File: src/rtl/tsc_pkg.sv
package tsc_pkg;

    localparam int SEL_W  = 3;
    localparam int MODE_W = 3;
    localparam int NSRC   = 1 << SEL_W;

    typedef enum logic [SEL_W-1:0] {
        SRC_IT0      = 3'd0,
        SRC_IT1      = 3'd1,
        SRC_IT2      = 3'd2,
        SRC_NONE     = 3'd3,
        SRC_CH1_EDGE = 3'd4,
        SRC_CH1      = 3'd5,
        SRC_CH2      = 3'd6,
        SRC_EXT      = 3'd7
    } trig_src_e;

    typedef enum logic [MODE_W-1:0] {
        SM_FREE    = 3'd0,
        SM_QUAD_A  = 3'd1,
        SM_QUAD_B  = 3'd2,
        SM_QUAD_AB = 3'd3,
        SM_RESTART = 3'd4,
        SM_GATE    = 3'd5,
        SM_START   = 3'd6,
        SM_EXTCLK  = 3'd7
    } slave_mode_e;

    typedef struct packed {
        logic valid;
        logic down;
    } quad_step_t;

    typedef struct packed {
        logic lvl;
        logic rise;
        logic fall;
    } trig_state_t;

    function automatic logic is_quad(slave_mode_e m);
        return (m == SM_QUAD_A) || (m == SM_QUAD_B) || (m == SM_QUAD_AB);
    endfunction

    // Quadrature step from the current and previous channel levels.
    function automatic quad_step_t quad_decode(slave_mode_e m, logic a_now, logic a_old,
                                               logic b_now, logic b_old);
        quad_step_t r;
        logic a_chg;
        logic b_chg;
        a_chg = a_now ^ a_old;
        b_chg = b_now ^ b_old;
        r = '0;
        if (a_chg && !b_chg && (m == SM_QUAD_A || m == SM_QUAD_AB)) begin
            r.valid = 1'b1;
            r.down  = (a_now == b_now);
        end else if (b_chg && !a_chg && (m == SM_QUAD_B || m == SM_QUAD_AB)) begin
            r.valid = 1'b1;
            r.down  = (b_now != a_now);
        end
        return r;
    endfunction

endpackage

File: src/rtl/tsc_ext_path.sv
module tsc_ext_path #(
    parameter int DIV_W = 2
) (
    input  logic             clk,
    input  logic             rst,
    input  logic             ext_i,
    input  logic             inv_i,
    input  logic [DIV_W-1:0] div_i,
    input  logic             clk2_en_i,
    output logic             lvl_o,
    output logic             tick_o
);
    localparam int CNT_W = (1 << DIV_W) - 1;

    logic             pol;
    logic             pol_q;
    logic             rise;
    logic             wrap;
    logic [CNT_W-1:0] cnt_q;
    logic [CNT_W:0]   term;

    assign pol  = ext_i ^ inv_i;
    assign rise = pol & ~pol_q;
    assign term = ({{CNT_W{1'b0}}, 1'b1} << div_i) - {{CNT_W{1'b0}}, 1'b1};
    assign wrap = ({1'b0, cnt_q} >= term);

    always_ff @(posedge clk) begin
        if (rst) begin
            pol_q <= 1'b0;
            cnt_q <= '0;
        end else begin
            pol_q <= pol;
            if (!clk2_en_i) begin
                cnt_q <= '0;
            end else if (rise) begin
                cnt_q <= wrap ? '0 : cnt_q + {{(CNT_W-1){1'b0}}, 1'b1};
            end
        end
    end

    assign lvl_o  = pol;
    assign tick_o = clk2_en_i & rise & wrap;

    AST_EXT_NO_BACK_TO_BACK: assert property (@(posedge clk) disable iff (rst)
        (tick_o && div_i != '0) |=> !tick_o);

endmodule

File: src/rtl/tsc_trig_select.sv
module tsc_trig_select
    import tsc_pkg::*;
#(
    parameter int N_IT = 3
) (
    input  logic              clk,
    input  logic              rst,
    input  logic [N_IT-1:0]   itrig_i,
    input  logic              ch1_edge_i,
    input  logic              ch1_i,
    input  logic              ch2_i,
    input  logic              ext_lvl_i,
    input  logic [SEL_W-1:0]  sel_i,
    input  logic              sync_dly_i,
    output trig_state_t       trig_o
);
    logic [NSRC-1:0] src;
    logic            raw;
    logic            raw_q;
    logic            lvl;
    logic            lvl_q;

    for (genvar g = 0; g < NSRC; g++) begin : g_src
        if (g < N_IT) begin : g_it
            assign src[g] = itrig_i[g];
        end else if (g == int'(SRC_CH1_EDGE)) begin : g_edge
            assign src[g] = ch1_edge_i;
        end else if (g == int'(SRC_CH1)) begin : g_c1
            assign src[g] = ch1_i;
        end else if (g == int'(SRC_CH2)) begin : g_c2
            assign src[g] = ch2_i;
        end else if (g == int'(SRC_EXT)) begin : g_ext
            assign src[g] = ext_lvl_i;
        end else begin : g_none
            assign src[g] = 1'b0;
        end
    end

    assign raw = src[sel_i];
    assign lvl = sync_dly_i ? raw_q : raw;

    always_ff @(posedge clk) begin
        if (rst) begin
            raw_q <= 1'b0;
            lvl_q <= 1'b0;
        end else begin
            raw_q <= raw;
            lvl_q <= lvl;
        end
    end

    assign trig_o.lvl  = lvl;
    assign trig_o.rise = lvl & ~lvl_q;
    assign trig_o.fall = ~lvl & lvl_q;

    AST_RISE_AFTER_LOW: assert property (@(posedge clk) disable iff (rst)
        trig_o.rise |=> !trig_o.rise);

endmodule

File: src/rtl/tsc_quad.sv
module tsc_quad
    import tsc_pkg::*;
(
    input  logic        clk,
    input  logic        rst,
    input  logic        ch1_i,
    input  logic        ch2_i,
    input  slave_mode_e mode_i,
    output quad_step_t  step_o,
    output logic        ch1_edge_o
);
    logic a_q;
    logic b_q;

    always_ff @(posedge clk) begin
        if (rst) begin
            a_q <= 1'b0;
            b_q <= 1'b0;
        end else begin
            a_q <= ch1_i;
            b_q <= ch2_i;
        end
    end

    assign step_o     = quad_decode(mode_i, ch1_i, a_q, ch2_i, b_q);
    assign ch1_edge_o = ch1_i ^ a_q;

    AST_QUAD_ONLY_IN_ENC: assert property (@(posedge clk) disable iff (rst)
        step_o.valid |-> is_quad(mode_i));
    AST_QUAD_A_IGNORES_CH2: assert property (@(posedge clk) disable iff (rst)
        (step_o.valid && mode_i == SM_QUAD_A) |-> (ch2_i == b_q));

endmodule

File: src/rtl/trig_slave_ctrl.sv
module trig_slave_ctrl
    import tsc_pkg::*;
#(
    parameter int N_ITRIG   = 3,
    parameter int EXT_DIV_W = 2
) (
    input  logic                 clk,
    input  logic                 rst,
    input  logic [N_ITRIG-1:0]   itrig_i,
    input  logic                 ch1_i,
    input  logic                 ch2_i,
    input  logic                 ext_i,
    input  logic [2:0]           trig_sel_i,
    input  logic [2:0]           slave_mode_i,
    input  logic                 ext_inv_i,
    input  logic [EXT_DIV_W-1:0] ext_div_i,
    input  logic                 ext_clk2_i,
    input  logic                 sync_dly_i,
    input  logic                 cnt_en_i,
    input  logic                 sw_trig_i,
    input  logic                 flag_clr_i,
    output logic                 tick_o,
    output logic                 dir_down_o,
    output logic                 cnt_reset_o,
    output logic                 cnt_start_o,
    output logic                 trig_flag_o
);
    slave_mode_e mode;
    quad_step_t  step;
    trig_state_t trig;
    logic        ch1_edge;
    logic        ext_lvl;
    logic        ext_tick;
    logic        base;
    logic        evt;
    logic        tick_n;
    logic        rst_n;
    logic        start_n;
    logic        run_n;
    logic        run_q;
    logic        dir_n;

    assign mode = slave_mode_e'(slave_mode_i);

    tsc_quad u_quad (
        .clk        (clk),
        .rst        (rst),
        .ch1_i      (ch1_i),
        .ch2_i      (ch2_i),
        .mode_i     (mode),
        .step_o     (step),
        .ch1_edge_o (ch1_edge)
    );

    tsc_ext_path #(.DIV_W(EXT_DIV_W)) u_ext (
        .clk       (clk),
        .rst       (rst),
        .ext_i     (ext_i),
        .inv_i     (ext_inv_i),
        .div_i     (ext_div_i),
        .clk2_en_i (ext_clk2_i),
        .lvl_o     (ext_lvl),
        .tick_o    (ext_tick)
    );

    tsc_trig_select #(.N_IT(N_ITRIG)) u_sel (
        .clk        (clk),
        .rst        (rst),
        .itrig_i    (itrig_i),
        .ch1_edge_i (ch1_edge),
        .ch1_i      (ch1_i),
        .ch2_i      (ch2_i),
        .ext_lvl_i  (ext_lvl),
        .sel_i      (trig_sel_i),
        .sync_dly_i (sync_dly_i),
        .trig_o     (trig)
    );

    assign base = ext_clk2_i ? ext_tick : 1'b1;

    always_comb begin
        tick_n  = 1'b0;
        rst_n   = 1'b0;
        start_n = 1'b0;
        evt     = 1'b0;
        run_n   = 1'b0;
        unique case (mode)
            SM_FREE: begin
                tick_n = cnt_en_i & base;
            end
            SM_QUAD_A, SM_QUAD_B, SM_QUAD_AB: begin
                tick_n = cnt_en_i & step.valid;
            end
            SM_RESTART: begin
                tick_n = cnt_en_i & base;
                rst_n  = trig.rise;
                evt    = trig.rise;
            end
            SM_GATE: begin
                tick_n = cnt_en_i & base & trig.lvl;
                evt    = trig.rise | trig.fall;
            end
            SM_START: begin
                tick_n  = (cnt_en_i | run_q | trig.rise) & base;
                start_n = trig.rise;
                evt     = trig.rise;
                run_n   = run_q | trig.rise;
            end
            SM_EXTCLK: begin
                tick_n = cnt_en_i & trig.rise;
                evt    = trig.rise;
            end
            default: begin
                tick_n = 1'b0;
            end
        endcase
        if (is_quad(mode)) begin
            dir_n = step.valid ? step.down : dir_down_o;
        end else begin
            dir_n = 1'b0;
        end
    end

    always_ff @(posedge clk) begin
        if (rst) begin
            tick_o      <= 1'b0;
            dir_down_o  <= 1'b0;
            cnt_reset_o <= 1'b0;
            cnt_start_o <= 1'b0;
            trig_flag_o <= 1'b0;
            run_q       <= 1'b0;
        end else begin
            tick_o      <= tick_n;
            dir_down_o  <= dir_n;
            cnt_reset_o <= rst_n;
            cnt_start_o <= start_n;
            run_q       <= run_n;
            if (evt || sw_trig_i) begin
                trig_flag_o <= 1'b1;
            end else if (flag_clr_i) begin
                trig_flag_o <= 1'b0;
            end
        end
    end

    AST_RESET_PULSE_MODE: assert property (@(posedge clk) disable iff (rst)
        cnt_reset_o |-> ($past(slave_mode_i) == 3'd4));
    AST_START_PULSE_MODE: assert property (@(posedge clk) disable iff (rst)
        cnt_start_o |-> ($past(slave_mode_i) == 3'd6));
    AST_SW_SETS_FLAG: assert property (@(posedge clk) disable iff (rst)
        sw_trig_i |=> trig_flag_o);
    AST_GATE_NEEDS_LEVEL: assert property (@(posedge clk) disable iff (rst)
        (tick_o && $past(slave_mode_i) == 3'd5) |-> $past(trig.lvl));
    AST_DIR_ONLY_ENCODER: assert property (@(posedge clk) disable iff (rst)
        dir_down_o |-> ($past(slave_mode_i) inside {3'd1, 3'd2, 3'd3}));

endmodule

File: config.mk
export PLATFORM = sky130hd
export DESIGN_NAME = trig_slave_ctrl
export DESIGN_NICKNAME = d
export VERILOG_FILES = /design/src/rtl/tsc_pkg.sv /design/src/rtl/tsc_ext_path.sv /design/src/rtl/tsc_trig_select.sv /design/src/rtl/tsc_quad.sv /design/src/rtl/trig_slave_ctrl.sv
export SDC_FILE = /design/constraint.sdc
export NUM_CORES = 1
export LEC_CHECK = 0
export BUFFER_PORTS_ARGS = -buffer_cell sky130_fd_sc_hd__buf_2
export CORE_MARGIN = 4
export CORE_UTILIZATION = 35
export DETAILED_ROUTE_END_ITERATION = 6
export GPL_TIMING_DRIVEN = 1
export PLACE_DENSITY_LB_ADDON = 0.15
export SLEW_MARGIN = 25
export SYNTH_ARGS = -nofsm -noshare
export SYNTH_HDL_FRONTEND = slang
export SYNTH_SLANG_ARGS = --single-unit
File: constraint.sdc
create_clock -name clk -period 4.48 [get_ports clk]
set_input_delay 0.896 -clock clk [delete_from_list [all_inputs] [get_ports clk]]
set_output_delay 0.896 -clock clk [all_outputs]
set_load 0.02 [all_outputs]
======== Yosys cells after proc, flatten, opt, wreduce, memory -nomap -nowiden ========
Cells that the tools add are included.
word-level totals
  flip-flop bits (word level) ............. 14
  input port bits ......................... 22
  output and inout port bits .............. 5
  logic and storage cells ................. 81
operators by class
  add/sub/neg operators ................... 2
  magnitude comparators ................... 2
  eq/ne operators ......................... 9
  shift-type cells ........................ 1
  mux-type cells .......................... 11
  bitwise gates (word level) .............. 24
  reduce and logical (&&, ||, !) cells .... 20
operators with widths
  operator                                                               number
  3-bit equality test, second input constant                             4
  1-bit bitwise AND                                                      10
  2-bit OR reduction                                                     5
  1-bit NOT                                                              7
  3-bit by 2-bit equality test with 1-bit output, second input constant  2
  3-bit OR reduction                                                     2
  1-bit logical OR                                                       5
  1-bit two-way mux                                                      5
  1-bit case mux with 5 select lines                                     1
  3-bit by 4-bit greater-or-equal comparator with 1-bit output           1
  1-bit logical AND                                                      4
  3-bit by 4-bit < comparator with 1-bit output, second input constant   1
  2-bit two-way mux                                                      2
  1-bit OR                                                               4
  1-bit by 2-bit << shifter with 4-bit output, first input constant      1
  4-bit by 1-bit subtractor with 4-bit output, second input constant     1
  3-bit by 1-bit adder with 3-bit output, second input constant          1
  1-bit binary-select mux with 3-bit select                              1
  3-bit by 1-bit equality test with 1-bit output, second input constant  1
  3-bit zero test                                                        1
  3-bit two-way mux                                                      1
  1-bit XOR                                                              3
  1-bit zero test                                                        2
  1-bit case mux with 2 select lines                                     1
  3 further kinds                                                        3

======== Longest topological paths before layout ========
  depth after elaboration ................. 10
  depth in mapped cells ................... 11
  depth with buffers taken out ............ 11

======== Cells and area by module ========
Synthesis repeated with hierarchy kept, for this count alone.
second synthesis, totals
  cells, all modules ...................... 103
  area total of the unflattened synthesis .. 874.6 um2
by module, submodules not included
  module           times used  cells each  area each (um2)  seq. area each (um2)
  tsc_ext_path     1           32          277.8            80.1
  trig_slave_ctrl  1           32          275.3            120.1
  tsc_trig_select  1           21          177.7            40.0
  tsc_quad         1           18          143.9            40.0

======== Least setup slack after synthesis ========
Ideal clock, no wire load.
  kind .................................... in2reg
  start ................................... in trig_sel_i[0]
  end ..................................... reg tick_o
  library setup time ...................... 0.081 ns
  data arrival time ....................... 2.550 ns
  required time ........................... 4.399 ns
  path slack .............................. 1.849 ns
  stages on the path ...................... 11
  path buffers ............................ 0
  path through ............................ nor2b_1 -> xnor2_1 -> nor3b_1 -> nor3_2 -> nor2_1 -> ha_1 -> inv_1 -> a41oi_1 -> o21ai_0 -> a2111o_1 -> a41oi_1
RTL lines
  element                 RTL line                text
  start: declaration      trig_slave_ctrl.sv:13   input logic [2:0] trig_sel_i,
  end signal: assignment  trig_slave_ctrl.sv:133  tick_o <= tick_n;
  end: declaration        trig_slave_ctrl.sv:22   output logic tick_o,

==> insert_results.sql <==
INSERT INTO impl_metrics (metric_group, metric, value, unit) VALUES
('global_route', 'grt_first_pass_wirelength', '3110', 'um'),
('placement', 'portBuffers', '26', ''),
('timing', 'timing.setup.tns', '0', 'ns'),
('setup_path', 'critical-path-top-cell-by-count', 'a41oi_1', ''),
('setup_path', 'r2r-start', 'u_quad.a_q$_SDFF_PP0_', ''),
('power_and_ir_drop', 'tot_pwr', '0.000268', 'W'),
('setup_path', 'critPathTopFamily', 'compound AO/OA/AOI/OAI gates', ''),
('clock_tree', 'cts-hold-fix-buffers', '0', ''),
('setup_path', 'crit_slowest_cell', 'a2111o_1', ''),
('setup_path', 'worst-path-stages', '12', ''),
('clock_tree', 'clock_latency_on_the_worst_skew_pair', '0.28', 'ns'),
('clock_tree', 'cts_num_sinks', '14', ''),
('setup_path', 'timing.setup.critical_path_class', 'in2reg', ''),
('clock_tree', 'cts_tree', 'done', ''),
('setup_path', 'endpoint_kind', 'flop', ''),
('routing', 'drt_pre_antenna_iters', '4', ''),
('setup_path', 'timing.critical_path.fanout_max', '5', ''),
('yosys', 'post_synth_instance_area', '872', 'um^2'),
('setup_path', 'crit_path_cell_trace', 'buf_2 -> nor2b_1 -> xnor2_1 -> nor3b_1 -> nor3_2 -> nor2_1 -> ha_1 -> inv_1 -> a41oi_1 -> o21ai_0 -> a2111o_1 -> a41oi_1', ''),
('layout', 'finalNonFillerCells', '155', ''),
('timing', 'rsz0062_at_grt', 'false', ''),
('yosys', 'ys_ff_latch', '14', ''),
('job', 'drv_cap', '0', ''),
('timing', 'max_freq', '372', 'MHz'),
('floorplanning', 'die-height', '57.9', 'um'),
('timing', 'post-route-min-period', '2.69', 'ns'),
('layout', 'most_frequent_cells_in_the_layout', 'buf_2, nor2_1, dfxtp_1', ''),
('setup_path', 'timing.critical_path.required', '4.69', 'ns'),
('placement', 'detailedPlacementHpwl', '1530', 'um'),
('floorplanning', 'core.rowCount', '17', ''),
('status', 'run_status', 'finished, final reports clean', ''),
('min_path', 'hold-path-cell-count', '2', ''),
('global_route', 'globalRouteOverflowTotal', '0', ''),
('placement', 'replace_congestion', '0.735', ''),
('yosys', 'synth_cell_type_count', '38', ''),
('timing', 'report.final.slew_viol_count', '0', ''),
('routing', 'wirelength_met1', '792', 'um'),
('yosys', 'yosys_warnings', '0', ''),
('global_route', 'grt_pass1_vias', '743', ''),
('layout', 'drive_above_1_share', '30.7', '%'),
('global_route', 'grt_antenna_before_repair', '0', ''),
('floorplanning', 'die-area', '0.00335', 'mm^2'),
('yosys', 'synth_cells', '101', ''),
('routing', 'drc', '0', ''),
('setup_path', 'critPathLaunchType', 'primary input', ''),
('timing', 'setup_viol', '0', ''),
('layout', 'areaGrowthSynthToFinish', '18.5', '%'),
('setup_path', 'r2r.worst_path.cells', '11', ''),
('min_path', 'worstHoldPathType', 'reg2reg', ''),
('setup_path', 'max_stage_delay', '0.39', 'ns'),
('global_route', 'gr_util_all_layers', '11.7', '%'),
('layout', 'ff_latch_area', '280', 'um^2'),
('setup_path', 'worstSetupStartpoint', 'trig_sel_i[0]', ''),
('setup_path', 'worstPathBufferInverterCount', '2', ''),
('setup_path', 'worstReg2RegEnd', 'tick_o$_SDFF_PP0_', ''),
('layout', 'number_of_inserted_diodes', '0', ''),
('setup_path', 'critical_path.endpoint', 'tick_o$_SDFF_PP0_', ''),
('routing', 'vias', '808', ''),
('routing', 'wire_per_inst', '11.9', 'um'),
('floorplanning', 'io-pin-count', '27', ''),
('clock_tree', 'clock_tree.buffer_depth', '2', ''),
('timing', 'setup_slack_of_the_critical_path_after_layout', '1.79', 'ns'),
('routing', 'drtAntennaViolNets', '0', ''),
('routing', 'detail_route.iter0.violations', '12', ''),
('clock_tree', 'post_cts_resized', '0', ''),
('layout', 'layout.cells.most_common', 'buf_2', ''),
('floorplanning', 'start_util', '38.0', '%'),
('clock_tree', 'post_cts_buffers', '0', ''),
('setup_path', 'reg2reg_slack', '2.06', 'ns'),
('placement', 'post-place-cells', '152', ''),
('timing', 'final.setup_skew', '0.000628', 'ns');
==> per-layer routing <==
metal  GRT usage, %  up-vias
met5              0        -
met4           1.99        0
met3           4.23        3
met2           20.3       16
met1           14.1      375
li1               -      414
==> Yosys cell counts <==
master / n / area (um^2)
dfxtp_1: 14 / 280
nor2_1: 14 / 52.6
inv_1: 7 / 26.3
nand2_1: 7 / 26.3
ha_1: 5 / 62.6
a21oi_1: 4 / 20.0
nor2b_1: 4 / 25.0
xnor2_1: 4 / 35.0
nor3_1: 3 / 15.0
o21ai_1: 3 / 15.0
a211oi_1: 2 / 15.0
a41oi_1: 2 / 17.5
nor2b_2: 2 / 17.5
nor3b_1: 2 / 15.0
nor4_1: 2 / 12.5
o211ai_1: 2 / 15.0
o21ai_0: 2 / 10.0
xor2_1: 2 / 17.5
a2111o_1: 1 / 11.3
a2111oi_2: 1 / 15.0
a221oi_1: 1 / 8.76
a22oi_1: 1 / 7.51
a311o_1: 1 / 10.0
and2_4: 1 / 8.76
and4bb_1: 1 / 12.5
buf_1: 1 / 3.75
buf_4: 1 / 7.51
buf_8: 1 / 15.0
maj3_2: 1 / 11.3
mux2i_1: 1 / 10.0
nand2b_1: 1 / 6.26
nand2b_4: 1 / 13.8
nand3b_1: 1 / 7.51
nor3_2: 1 / 10.0
nor4bb_1: 1 / 10.0
o31a_2: 1 / 10.0
or2_2: 1 / 6.26
or2b_2: 1 / 8.76
==> where the power goes <==
part	switching, W	total, W	internal (W)
sequential	0.00000305	0.000133	0.000130
combinational	0.0000346	0.0000638	0.0000293
clock	0.0000401	0.0000713	0.0000312
==> sequential cells by signal, indices dropped and copies added, names as in the netlist <==
name         flops
u_ext.cnt_q      3
cnt_reset_o      1
cnt_start_o      1
dir_down_o       1
run_q            1
tick_o           1
trig_flag_o      1
u_ext.pol_q      1
u_quad.a_q       1
u_quad.b_q       1
u_sel.lvl_q      1
u_sel.raw_q      1
==> area by class of cell <==
| type | count | share of cell area [%] |
|---|---|---|
| timing repair buffer | 26 | 12.6 |
| tap | 28 | 3.39 |
| multi-input combinational | 77 | 52.2 |
| clock buffer | 3 | 2.18 |
| sequential | 14 | 27.1 |
| inverter | 7 | 2.54 |
==> worst register-to-register path, cell delays in order, from the launching register on <==
cell,delay (ns)
dfxtp_1,0.42
nor2b_1,0.18
xnor2_1,0.07
nor3b_1,0.31
nor3_2,0.11
nor2_1,0.11
ha_1,0.19
inv_1,0.07
a41oi_1,0.22
o21ai_0,0.12
a2111o_1,0.39
a41oi_1,0.15
==> how the worst min path moves through the flow <==
stage	start	endpoint
finish	dir_down_o$_SDFFE_PP0N_	dir_down_o$_SDFFE_PP0N_
global route	dir_down_o$_SDFFE_PP0N_	dir_down_o$_SDFFE_PP0N_
CTS	dir_down_o$_SDFFE_PP0N_	dir_down_o$_SDFFE_PP0N_
detailed placement	dir_down_o$_SDFFE_PP0N_	dir_down_o$_SDFFE_PP0N_
global placement	trig_flag_o$_SDFFE_PP0P_	trig_flag_o$_SDFFE_PP0P_
floorplan	u_ext.cnt_q[1]$_SDFFE_PP0N_	u_ext.cnt_q[1]$_SDFFE_PP0N_
==> logic make-up after synthesis <==
| logic type | count (synthesis) | synth area share, % |
|---|---|---|
| and+or+nand+nor | 43 | 28.4 |
| AOI/OAI and AO/OA | 21 | 17.8 |
| DFF | 14 | 32.1 |
| buffers and inverters | 10 | 6.03 |
| xor gates and xnor gates | 6 | 6.03 |
| adders and majority gates | 6 | 8.46 |
| muxes | 1 | 1.15 |
==> through the flow <==
| step | utilization (%) | area (um^2) |
|---|---|---|
| after global placement | 44.0 | 1010 |
| after detailed placement | 44.0 | 1010 |
| after CTS | 45.0 | 1030 |
| final | 45.0 | 1030 |
| after global routing | 45.0 | 1030 |
| after floorplan | - | 872 |
(Power assumes the default switching activity.)
